[config.mk]
export PLATFORM = sky130hd
export DESIGN_NAME = pix_order_gate
export DESIGN_NICKNAME = d
export VERILOG_FILES = /design/src/rtl/pog_pkg.sv /design/src/rtl/pog_free_pick.sv /design/src/rtl/pog_pos_table.sv /design/src/rtl/pog_admit.sv /design/src/rtl/pix_order_gate.sv
export SDC_FILE = /design/constraint.sdc
export NUM_CORES = 1
export LEC_CHECK = 0
export CAP_MARGIN = 20
export CELL_PAD_IN_SITES_DETAIL_PLACEMENT = 0
export CELL_PAD_IN_SITES_GLOBAL_PLACEMENT = 2
export CORE_ASPECT_RATIO = 1.25
export CORE_MARGIN = 2
export CORE_UTILIZATION = 48
export CTS_CLUSTER_SIZE = 20
export DETAILED_ROUTE_END_ITERATION = 10
export DONT_BUFFER_PORTS = 1
export GPL_TIMING_DRIVEN = 1
export PLACE_DENSITY = 0.84
export SLEW_MARGIN = 30
export SYNTH_ARGS = -nofsm -noshare
export SYNTH_HDL_FRONTEND = slang
export SYNTH_SLANG_ARGS = --single-unit
[constraint.sdc]
create_clock -name clk_i -period 5.7 [get_ports clk_i]
set_clock_uncertainty 0.2 [all_clocks]
set_input_delay 1.425 -clock clk_i [delete_from_list [all_inputs] [get_ports clk_i]]
set_output_delay 1.425 -clock clk_i [all_outputs]
set_load 0.01 [all_outputs]
[src/rtl/pog_pkg.sv]
package pog_pkg;
  typedef enum logic [1:0] {
    ADM_PASS,
    ADM_TRACK,
    ADM_HOLD_HIT,
    ADM_HOLD_FULL
  } adm_e;
endpackage

[src/rtl/pog_free_pick.sv]
module pog_free_pick #(
  parameter int DEPTH = 16
) (
  input  logic [DEPTH-1:0] free_i,
  output logic [DEPTH-1:0] pick_o,
  output logic             any_o
);
  // lowest free slot wins
  always_comb begin
    logic found;
    found  = 1'b0;
    pick_o = '0;
    for (int i = 0; i < DEPTH; i++) begin
      if (free_i[i] && !found) begin
        pick_o[i] = 1'b1;
        found     = 1'b1;
      end
    end
  end

  assign any_o = |free_i;
endmodule

[src/rtl/pog_pos_table.sv]
module pog_pos_table #(
  parameter int DEPTH = 16,
  parameter int XW    = 12,
  parameter int YW    = 12,
  parameter int TW    = 4
) (
  input  logic             clk_i,
  input  logic             rst_ni,
  input  logic [XW-1:0]    lkp_x_i,
  input  logic [YW-1:0]    lkp_y_i,
  input  logic             alloc_i,
  input  logic [TW-1:0]    alloc_tag_i,
  input  logic             ret_valid_i,
  input  logic [TW-1:0]    ret_tag_i,
  output logic             hit_o,
  output logic             full_o,
  output logic             ret_hit_o,
  output logic [DEPTH-1:0] vld_o
);
  logic [DEPTH-1:0] vld_q;
  logic [DEPTH-1:0] clr_vec;
  logic [DEPTH-1:0] eff_vld;
  logic [DEPTH-1:0] hit_vec;
  logic [DEPTH-1:0] pick;
  logic             free_any;
  logic [XW-1:0]    x_q   [DEPTH];
  logic [YW-1:0]    y_q   [DEPTH];
  logic [TW-1:0]    tag_q [DEPTH];

  for (genvar i = 0; i < DEPTH; i++) begin : g_ent
    // retire is seen by the lookup in the same cycle
    assign clr_vec[i] = ret_valid_i && vld_q[i] && (tag_q[i] == ret_tag_i);
    assign eff_vld[i] = vld_q[i] && !clr_vec[i];
    assign hit_vec[i] = eff_vld[i] && (x_q[i] == lkp_x_i) && (y_q[i] == lkp_y_i);

    always_ff @(posedge clk_i or negedge rst_ni) begin
      if (!rst_ni) vld_q[i] <= 1'b0;
      else         vld_q[i] <= eff_vld[i] || (alloc_i && pick[i]);
    end

    always_ff @(posedge clk_i) begin
      if (alloc_i && pick[i]) begin
        x_q[i]   <= lkp_x_i;
        y_q[i]   <= lkp_y_i;
        tag_q[i] <= alloc_tag_i;
      end
    end
  end

  pog_free_pick #(.DEPTH(DEPTH)) u_pick (
    .free_i (~eff_vld),
    .pick_o (pick),
    .any_o  (free_any)
  );

  assign hit_o     = |hit_vec;
  assign full_o    = !free_any;
  assign ret_hit_o = |clr_vec;
  assign vld_o     = vld_q;
endmodule

[src/rtl/pog_admit.sv]
module pog_admit
  import pog_pkg::*;
(
  input  logic req_valid_i,
  input  logic req_ord_i,
  input  logic dn_ready_i,
  input  logic hit_i,
  input  logic full_i,
  output logic req_ready_o,
  output logic dn_valid_o,
  output logic alloc_o
);
  adm_e adm;
  logic go;

  always_comb begin
    if (!req_ord_i)  adm = ADM_PASS;
    else if (hit_i)  adm = ADM_HOLD_HIT;
    else if (full_i) adm = ADM_HOLD_FULL;
    else             adm = ADM_TRACK;
  end

  assign go          = (adm == ADM_PASS) || (adm == ADM_TRACK);
  assign req_ready_o = dn_ready_i && go;
  assign dn_valid_o  = req_valid_i && go;
  assign alloc_o     = req_valid_i && dn_ready_i && (adm == ADM_TRACK);
endmodule

[src/rtl/pix_order_gate.sv]
module pix_order_gate #(
  parameter int DEPTH = 16,
  parameter int XW    = 12,
  parameter int YW    = 12,
  parameter int TW    = 4
) (
  input  logic          clk_i,
  input  logic          rst_ni,
  input  logic          req_valid_i,
  output logic          req_ready_o,
  input  logic [XW-1:0] req_x_i,
  input  logic [YW-1:0] req_y_i,
  input  logic          req_ord_i,
  input  logic [TW-1:0] req_tag_i,
  output logic          dn_valid_o,
  input  logic          dn_ready_i,
  output logic [XW-1:0] dn_x_o,
  output logic [YW-1:0] dn_y_o,
  output logic          dn_ord_o,
  output logic [TW-1:0] dn_tag_o,
  input  logic          ret_valid_i,
  input  logic [TW-1:0] ret_tag_i
);
  logic             tbl_hit;
  logic             tbl_full;
  logic             tbl_ret_hit;
  logic             alloc;
  logic [DEPTH-1:0] tbl_vld;

  pog_pos_table #(.DEPTH(DEPTH), .XW(XW), .YW(YW), .TW(TW)) u_table (
    .clk_i       (clk_i),
    .rst_ni      (rst_ni),
    .lkp_x_i     (req_x_i),
    .lkp_y_i     (req_y_i),
    .alloc_i     (alloc),
    .alloc_tag_i (req_tag_i),
    .ret_valid_i (ret_valid_i),
    .ret_tag_i   (ret_tag_i),
    .hit_o       (tbl_hit),
    .full_o      (tbl_full),
    .ret_hit_o   (tbl_ret_hit),
    .vld_o       (tbl_vld)
  );

  pog_admit u_admit (
    .req_valid_i (req_valid_i),
    .req_ord_i   (req_ord_i),
    .dn_ready_i  (dn_ready_i),
    .hit_i       (tbl_hit),
    .full_i      (tbl_full),
    .req_ready_o (req_ready_o),
    .dn_valid_o  (dn_valid_o),
    .alloc_o     (alloc)
  );

  assign dn_x_o   = req_x_i;
  assign dn_y_o   = req_y_i;
  assign dn_ord_o = req_ord_i;
  assign dn_tag_o = req_tag_i;
endmodule

==> impl_metrics.tcl, run 1 <==
set metrics [dict create \
    required_ns 4.07 \
    synthCells 1227 \
    grt_max_degree 34 \
    vdd.ir_drop.worst_mv 0.269 \
    start_kind "input pin" \
    synth.area.top_cells "edfxtp_1 67%, xor2_1 13%, xnor2_1 6.3%" \
    dieWidth_um 187 \
    cts_resized 0 \
    placed_cell_area_mm2 0.0206 \
    p_int_mw 5.56 \
    drt_pre_antenna_iters 5 \
    routedWlPerCell_um 23.0 \
    cts_tree "built" \
    p_seq_share_pct 54.9 \
    dp_hpwl_mm 22.9 \
    cts_root_buf "clkbuf_16" \
    ys_warn_count 0 \
    cpMostUsedCell "nor4_1" \
    syn_avg_cell_area_um2 16.3 \
    cp-endpoint "req_ready_o" \
    synth_edf_count 448 \
    fp.dieH_um 232 \
    dieArea_mm2 0.0433 \
    crit_slowest_cell "o41ai_2" \
    layout-drive-gt1-share_pct 10.7 \
    max-slew-margin-rel_pct 48.8 \
    cts_sinks 464 \
    fill_cells 3344 \
    setup_viol 0 \
    initial_core_util_pct 48.7 \
    p_leak_nw 7.02 \
    timing.final.ws_setup_ns 0.547 \
    rsz0062_at_grt "false" \
    crit_chain "xor2_1 > o41ai_2 > nor4_1 > nor4_1 > o311a_1 > nand3_2 > a21boi_0 > buf_4" \
    post_cts_buffers 0 \
    path_max_fanout 16 \
    wl_mm 41.5 \
    ctsHoldBuffers 0 \
    portBuffers 0 \
    switching_share_pct 19.9 \
    core-area_mm2 0.0411 \
    reg2reg_slack_ns 1.82 \
    p_comb_share_pct 4.3 \
    rows 83 \
    power_density_mw_per_mm2 316 \
    clk_pin_slew_ns 0.06 \
    setup_tns_ns 0 \
    startpoint "ret_tag_i[2]" \
    place.gp.congestion 0.751 \
    synth.distinct_cells 33 \
    clockBufferDepth 3 \
    slowest_delay_ns 0.63 \
    async_flop_share_pct 3.45 \
    end_kind "primary output" \
    power_mw 6.94 \
    drc 0 \
    nets 1255 \
    final_hold_viol_count 0 \
    dp.cells 1721 \
    p_sw_mw 1.38 \
    numCtsBuffers 46 \
    fin_crit_sh_pct 90.4 \
    grt_pass1_vias 9864 \
    final_area_mm2 0.0220 \
    fin_cells 1804 \
    antenna_found_initial 0 \
    yosysTopAreaCell "edfxtp_1" \
    track_usage_pct 19.4 \
    r2r-start "u_table.tag_q[1][30]" \
    drtAntennaViolNets 0 \
    whs_ns 0.359 \
    io_pins 69 \
    hold_path.class "input pin to asynchronous set/reset pin" \
    maxSlewViolCount 0 \
    fin_crit_ns 5.15 \
    ys.flop_type "edfxtp_1" \
    utilization_pct 53.4 \
    synth_top_area_share_pct 67.2 \
    insertion_delay_ns 0.55 \
    ys_seq_area_share_pct 69.2 \
    synth_fp_nets 1265 \
    fmax_mhz 194 \
    netlist_area_mm2 0.0200 \
    crit_type "input pin to primary output" \
    cts_max_level 2 \
    grt_first_pass_wirelength_mm 62.7 \
    cap_violations 0 \
    status "finished, final reports clean" \
    reg2reg_depth 9 \
    grt-ovfl-total 0 \
    clkPwrFrac_pct 40.8 \
    diodes 0 \
    synth_seq_cells 464 \
    arrival_ns 3.53 \
    post-place-ws_ns 0.571 \
    worstMarginPinSlew_ns 0.760 \
    drtIter0Drc 767 \
    vias 9786 \
    area_growth_pct 9.81 \
    reg2reg_to "u_table.y_q[1][43]" \
    vias_per_cell 5.42 \
]
==> Yosys cell counts (all sizes together) (6+ instances only) <==
master and count:
nand4 49, nor4b 6, xnor2 144, xor2 304, nand2 20, buf 90
o41ai 21, dfrtp 16, o31ai 6, nor4 91, edfxtp 448
==> sequential cells by signal, indices dropped and copies added (netlist names) <==
signal / count
u_table.x_q: 192
u_table.y_q: 192
u_table.tag_q: 64
u_table.vld_o: 16
==> area by class of cell <==
cell class	count	area, um^2	area share (%)
clock inverters	14	68.8	0.313
repair buffers	34	318	1.45
inverters	1	3.75	0.0171
clock buffers	69	1340	6.10
multi-input cells	670	5700	25.9
flip-flops and latches	464	13900	63.0
well taps	552	691	3.14
==> placed cells by master (no fill, tap or decap), types with 3 or more instances in the layout <==
cell type	instances
o21ai_0	4
o31ai_1	6
o41ai_2	17
nor4b_4	6
nand4_1	49
dfrtp_1	16
buf_4	29
nand2_1	20
nand3_1	3
buf_12	5
xor2_1	304
clkinv_1	5
nand2b_1	4
clkbuf_1	16
nor4_4	5
nor3b_2	3
edfxtp_1	448
xnor2_1	144
clkinv_2	7
nor4_1	86
clkbuf_16	49
nor3_1	3
clkbuf_8	4
==> logic make-up after synthesis <==
group,count (synthesis),share of synthesized area (%)
XOR/XNOR,448,19.6
flip-flops,464,69.2
AND/OR/NAND/NOR,188,6.05
AO/OA/AOI/OAI,34,2.19
buffers and inverters,93,2.92
==> per-layer routing <==
| layer | vias to the layer above | routed length [um] | part of all wire, % | GRT usage, % |
|---|---|---|---|---|
| li1 | 4468 | - | - | - |
| met1 | 5065 | 18600 | 45 | 26.4 |
| met2 | 196 | 20200 | 49 | 32.5 |
| met3 | 57 | 1840 | 4.4 | 3.23 |
| met4 | 0 | 825 | 2.0 | 5.08 |
| met5 | - | 0 | 0 | 0 |
==> power groups by stage <==
stage          registers (mW)  logic, mW  clock network [mW]
4_1_cts                  3.81      0.304                2.89
6_report                 3.80      0.300                2.83
5_1_grt                  3.81      0.332                3.02
3_3_place_gp             3.88      0.296                   0
3_5_place_dp             3.88      0.302                   0
2_1_floorplan            3.88      0.322                   0
==> worst max-delay path: cells and delay by family <==
family,cells,cell delay (ns)
buffers and inverters,1,0.16
and+or+nand+nor,3,0.65
AOI/OAI and AO/OA,3,1.14
xor gates and xnor gates,1,0.15
==> how the worst min path moves through the flow <==
stage,start,to,slack (ns),depth (start not counted)
6_report,rst_ni,u_table.vld_o[15],0.36,0
5_1_grt,rst_ni,u_table.vld_o[15],0.34,0
4_1_cts,rst_ni,u_table.vld_o[11],0.33,0
3_5_place_dp,u_table.vld_o[14],u_table.vld_o[14],0.34,2
3_3_place_gp,u_table.vld_o[14],u_table.vld_o[14],0.32,2
2_1_floorplan,u_table.vld_o[14],u_table.vld_o[14],0.28,2
(Power assumes the default switching activity.)
==> run 2: changes to the inputs <==
Settings changed: ABC_AREA from default to 1, CORE_UTILIZATION 48 to 42, PLACE_DENSITY 0.84 to 0.86.
==> impl_metrics.tcl, run 2 <==
set metrics [dict create \
    setup_viol 0 \
    cpLargestDelayFamily "simple AND/OR/NAND/NOR gates" \
    dp_hpwl_mm 42.0 \
    final_area_mm2 0.0256 \
    maxSlewViolCount 0 \
    cts_root_buf "clkbuf_16" \
    cts_sinks 464 \
    placed_cell_area_mm2 0.0241 \
    vias 16100 \
    ys_seq_area_share_pct 58.6 \
    fin_crit_ns 5.34 \
    vias_per_cell 4.98 \
    drt_pre_antenna_iters 5 \
    required_ns 4.07 \
    vdd.ir_drop.worst_mv 0.183 \
    drtIter0Drc 1198 \
    status "finished, final reports clean" \
    yosysTopAreaCell "edfxtp_1" \
    crit_slowest_cell "a21boi_0" \
    clk_pin_slew_ns 0.07 \
    ys.flop_type "edfxtp_1" \
    numCtsBuffers 48 \
    reg2reg_slack_ns 2.06 \
    slowest_delay_ns 0.36 \
    async_flop_share_pct 3.45 \
    portBuffers 0 \
    final_cell_mix "850 x nand2_1, 448 x edfxtp_1, 314 x nor2_1" \
    end_kind "primary output" \
    startpoint "ret_tag_i[0]" \
    crit_chain "inv_2 > or2_1 > nand3_1 > nor2_1 > nor2_2 > nand3_1 > nand2_1 > nor2_1 > nand2_1 > nor2_2 > nand2_2 > a21boi_0" \
    place.gp.congestion 0.856 \
    max-slew-margin-rel_pct 55.5 \
    hold_path.class "input pin to asynchronous set/reset pin" \
    crit_cells 12 \
    clockBufferDepth 3 \
    initial_core_util_pct 42.3 \
    core-area_mm2 0.0558 \
    reg2reg_to "u_table.x_q[0][43]" \
    synth.area.top_cells "edfxtp_1 57%, nand2_1 13%, xnor2_1 8.9%" \
    reg2reg_depth 14 \
    rows 97 \
    setup_tns_ns 0 \
    post-place-ws_ns 0.274 \
    layout-drive-gt1-share_pct 6.38 \
    cp-endpoint "req_ready_o" \
    synth_edf_count 448 \
    clkPwrFrac_pct 42.2 \
    power_density_mw_per_mm2 291 \
    cts_max_level 2 \
    r2r-start "u_table.x_q[0][51]" \
    post_cts_buffers 0 \
    diodes 0 \
    p_comb_share_pct 6.7 \
    grt_first_pass_wirelength_mm 98.8 \
    cts_resized 0 \
    synth.distinct_cells 39 \
    drtAntennaViolNets 0 \
    cts_tree "built" \
    synthCells 2477 \
    grt-ovfl-total 0 \
    wl_mm 65.9 \
    antenna_found_initial 0 \
    rsz0062_at_grt "false" \
    final_hold_viol_count 0 \
    p_seq_share_pct 51.1 \
    synth_top_area_share_pct 56.9 \
    arrival_ns 3.71 \
    path_buf_inv 1 \
    dieArea_mm2 0.0582 \
    synth_seq_cells 464 \
    nets 2493 \
    path_max_fanout 28 \
    top_regs "u_table.x_q (192), u_table.y_q (192), u_table.tag_q (64)" \
    track_usage_pct 22.7 \
    p_int_mw 5.78 \
    worstMarginPinSlew_ns 0.667 \
    synth_fp_nets 2515 \
    yosys.cell_count.top_type "nand2_1" \
    final_common_cell "nand2_1" \
    yosys-top-cells-count "850 x nand2_1, 448 x edfxtp_1, 326 x nor2_1" \
    timing.final.ws_setup_ns 0.365 \
    drc 0 \
    start_kind "input pin" \
    fp.dieH_um 269 \
    grt_max_degree 37 \
    netlist_area_mm2 0.0236 \
    io_pins 69 \
    ctsHoldBuffers 0 \
    dieWidth_um 216 \
    cap_violations 0 \
    fin_crit_sh_pct 93.6 \
    fmax_mhz 187 \
    ys_warn_count 0 \
    grt_pass1_vias 15900 \
    utilization_pct 45.9 \
    p_sw_mw 1.67 \
    switching_share_pct 22.4 \
    syn_avg_cell_area_um2 9.54 \
    routedWlPerCell_um 20.4 \
    p_leak_nw 10.0 \
    area_growth_pct 8.41 \
    insertion_delay_ns 0.59 \
    crit_type "input pin to primary output" \
]
run 2: cell types whose count changed after synthesis, moves of 14 or more:
| cell | delta |
|---|---|
| xor2_1 | -283 |
| buf_4 | +38 |
| nand4_1 | -20 |
| inv_1 | +233 |
| nand2_1 | +830 |
| nand3_1 | +77 |
| o41ai_2 | -17 |
| buf_2 | -40 |
| nor4_1 | -86 |
| xnor2_1 | +95 |
| or2_2 | +14 |
| nor2_1 | +325 |
run 2: through the flow:
| stage | cells | hold slack, ns | power, mW |
|---|---|---|---|
| detailed placement | 3147 | 0.305 | 4.39 |
| finish | 3235 | 0.317 | 7.45 |
| floorplan | 2477 | 0.261 | 4.33 |
| global route | 3235 | 0.285 | 7.71 |
| global placement | 3147 | 0.296 | 4.38 |
| CTS | 3235 | 0.280 | 7.53 |
run 2: cell type report:
type / instances / area (um^2)
clock buffer: 61 / 1280
timing repair buffer: 17 / 165
multi-input combinational: 1678 / 8210
sequential: 464 / 13900
tap: 742 / 928
fill: 5309 / 30200
clock inverter: 27 / 263
inverter: 246 / 923
run 2: power groups by stage:
stage	clock network (mW)	registers [mW]	logic (mW)
floorplan	0	3.88	0.453
global placement	0	3.88	0.500
detailed placement	0	3.88	0.504
CTS	3.21	3.81	0.506
global route	3.33	3.81	0.565
finish	3.14	3.81	0.501
run 2: worst min-delay path by stage:
| stage | endpoint | slack (ns) | cells past startpoint |
|---|---|---|---|
| floorplan | u_table.vld_o[8] | 0.26 | 2 |
| detailed placement | u_table.vld_o[8] | 0.31 | 2 |
| CTS | u_table.vld_o[6] | 0.28 | 0 |
| global route | u_table.vld_o[6] | 0.28 | 0 |
| global placement | u_table.vld_o[8] | 0.30 | 2 |
| finish | u_table.vld_o[6] | 0.32 | 0 |
run 2: kinds of logic (layout without fill, tap and decap cells):
family	after synthesis	after routing	share of synthesized area, %
AOI/OAI and AO/OA	36	36	0.926
buffers and inverters	335	351	6.80
DFF	464	464	58.6
and+or+nand+nor	1382	1382	24.0
xor gates and xnor gates	260	260	9.63
run 2: layer usage:
| layer | GRT usage, % | routed length, um | part of all wire, % | up-vias |
|---|---|---|---|---|
| met5 | 0 | 0 | 0 | - |
| met4 | 7.70 | 2240 | 3.4 | 0 |
| met3 | 3.12 | 3220 | 4.9 | 123 |
| met2 | 40.1 | 33100 | 50 | 401 |
| met1 | 28.5 | 27400 | 42 | 7786 |
| li1 | - | - | - | 7805 |
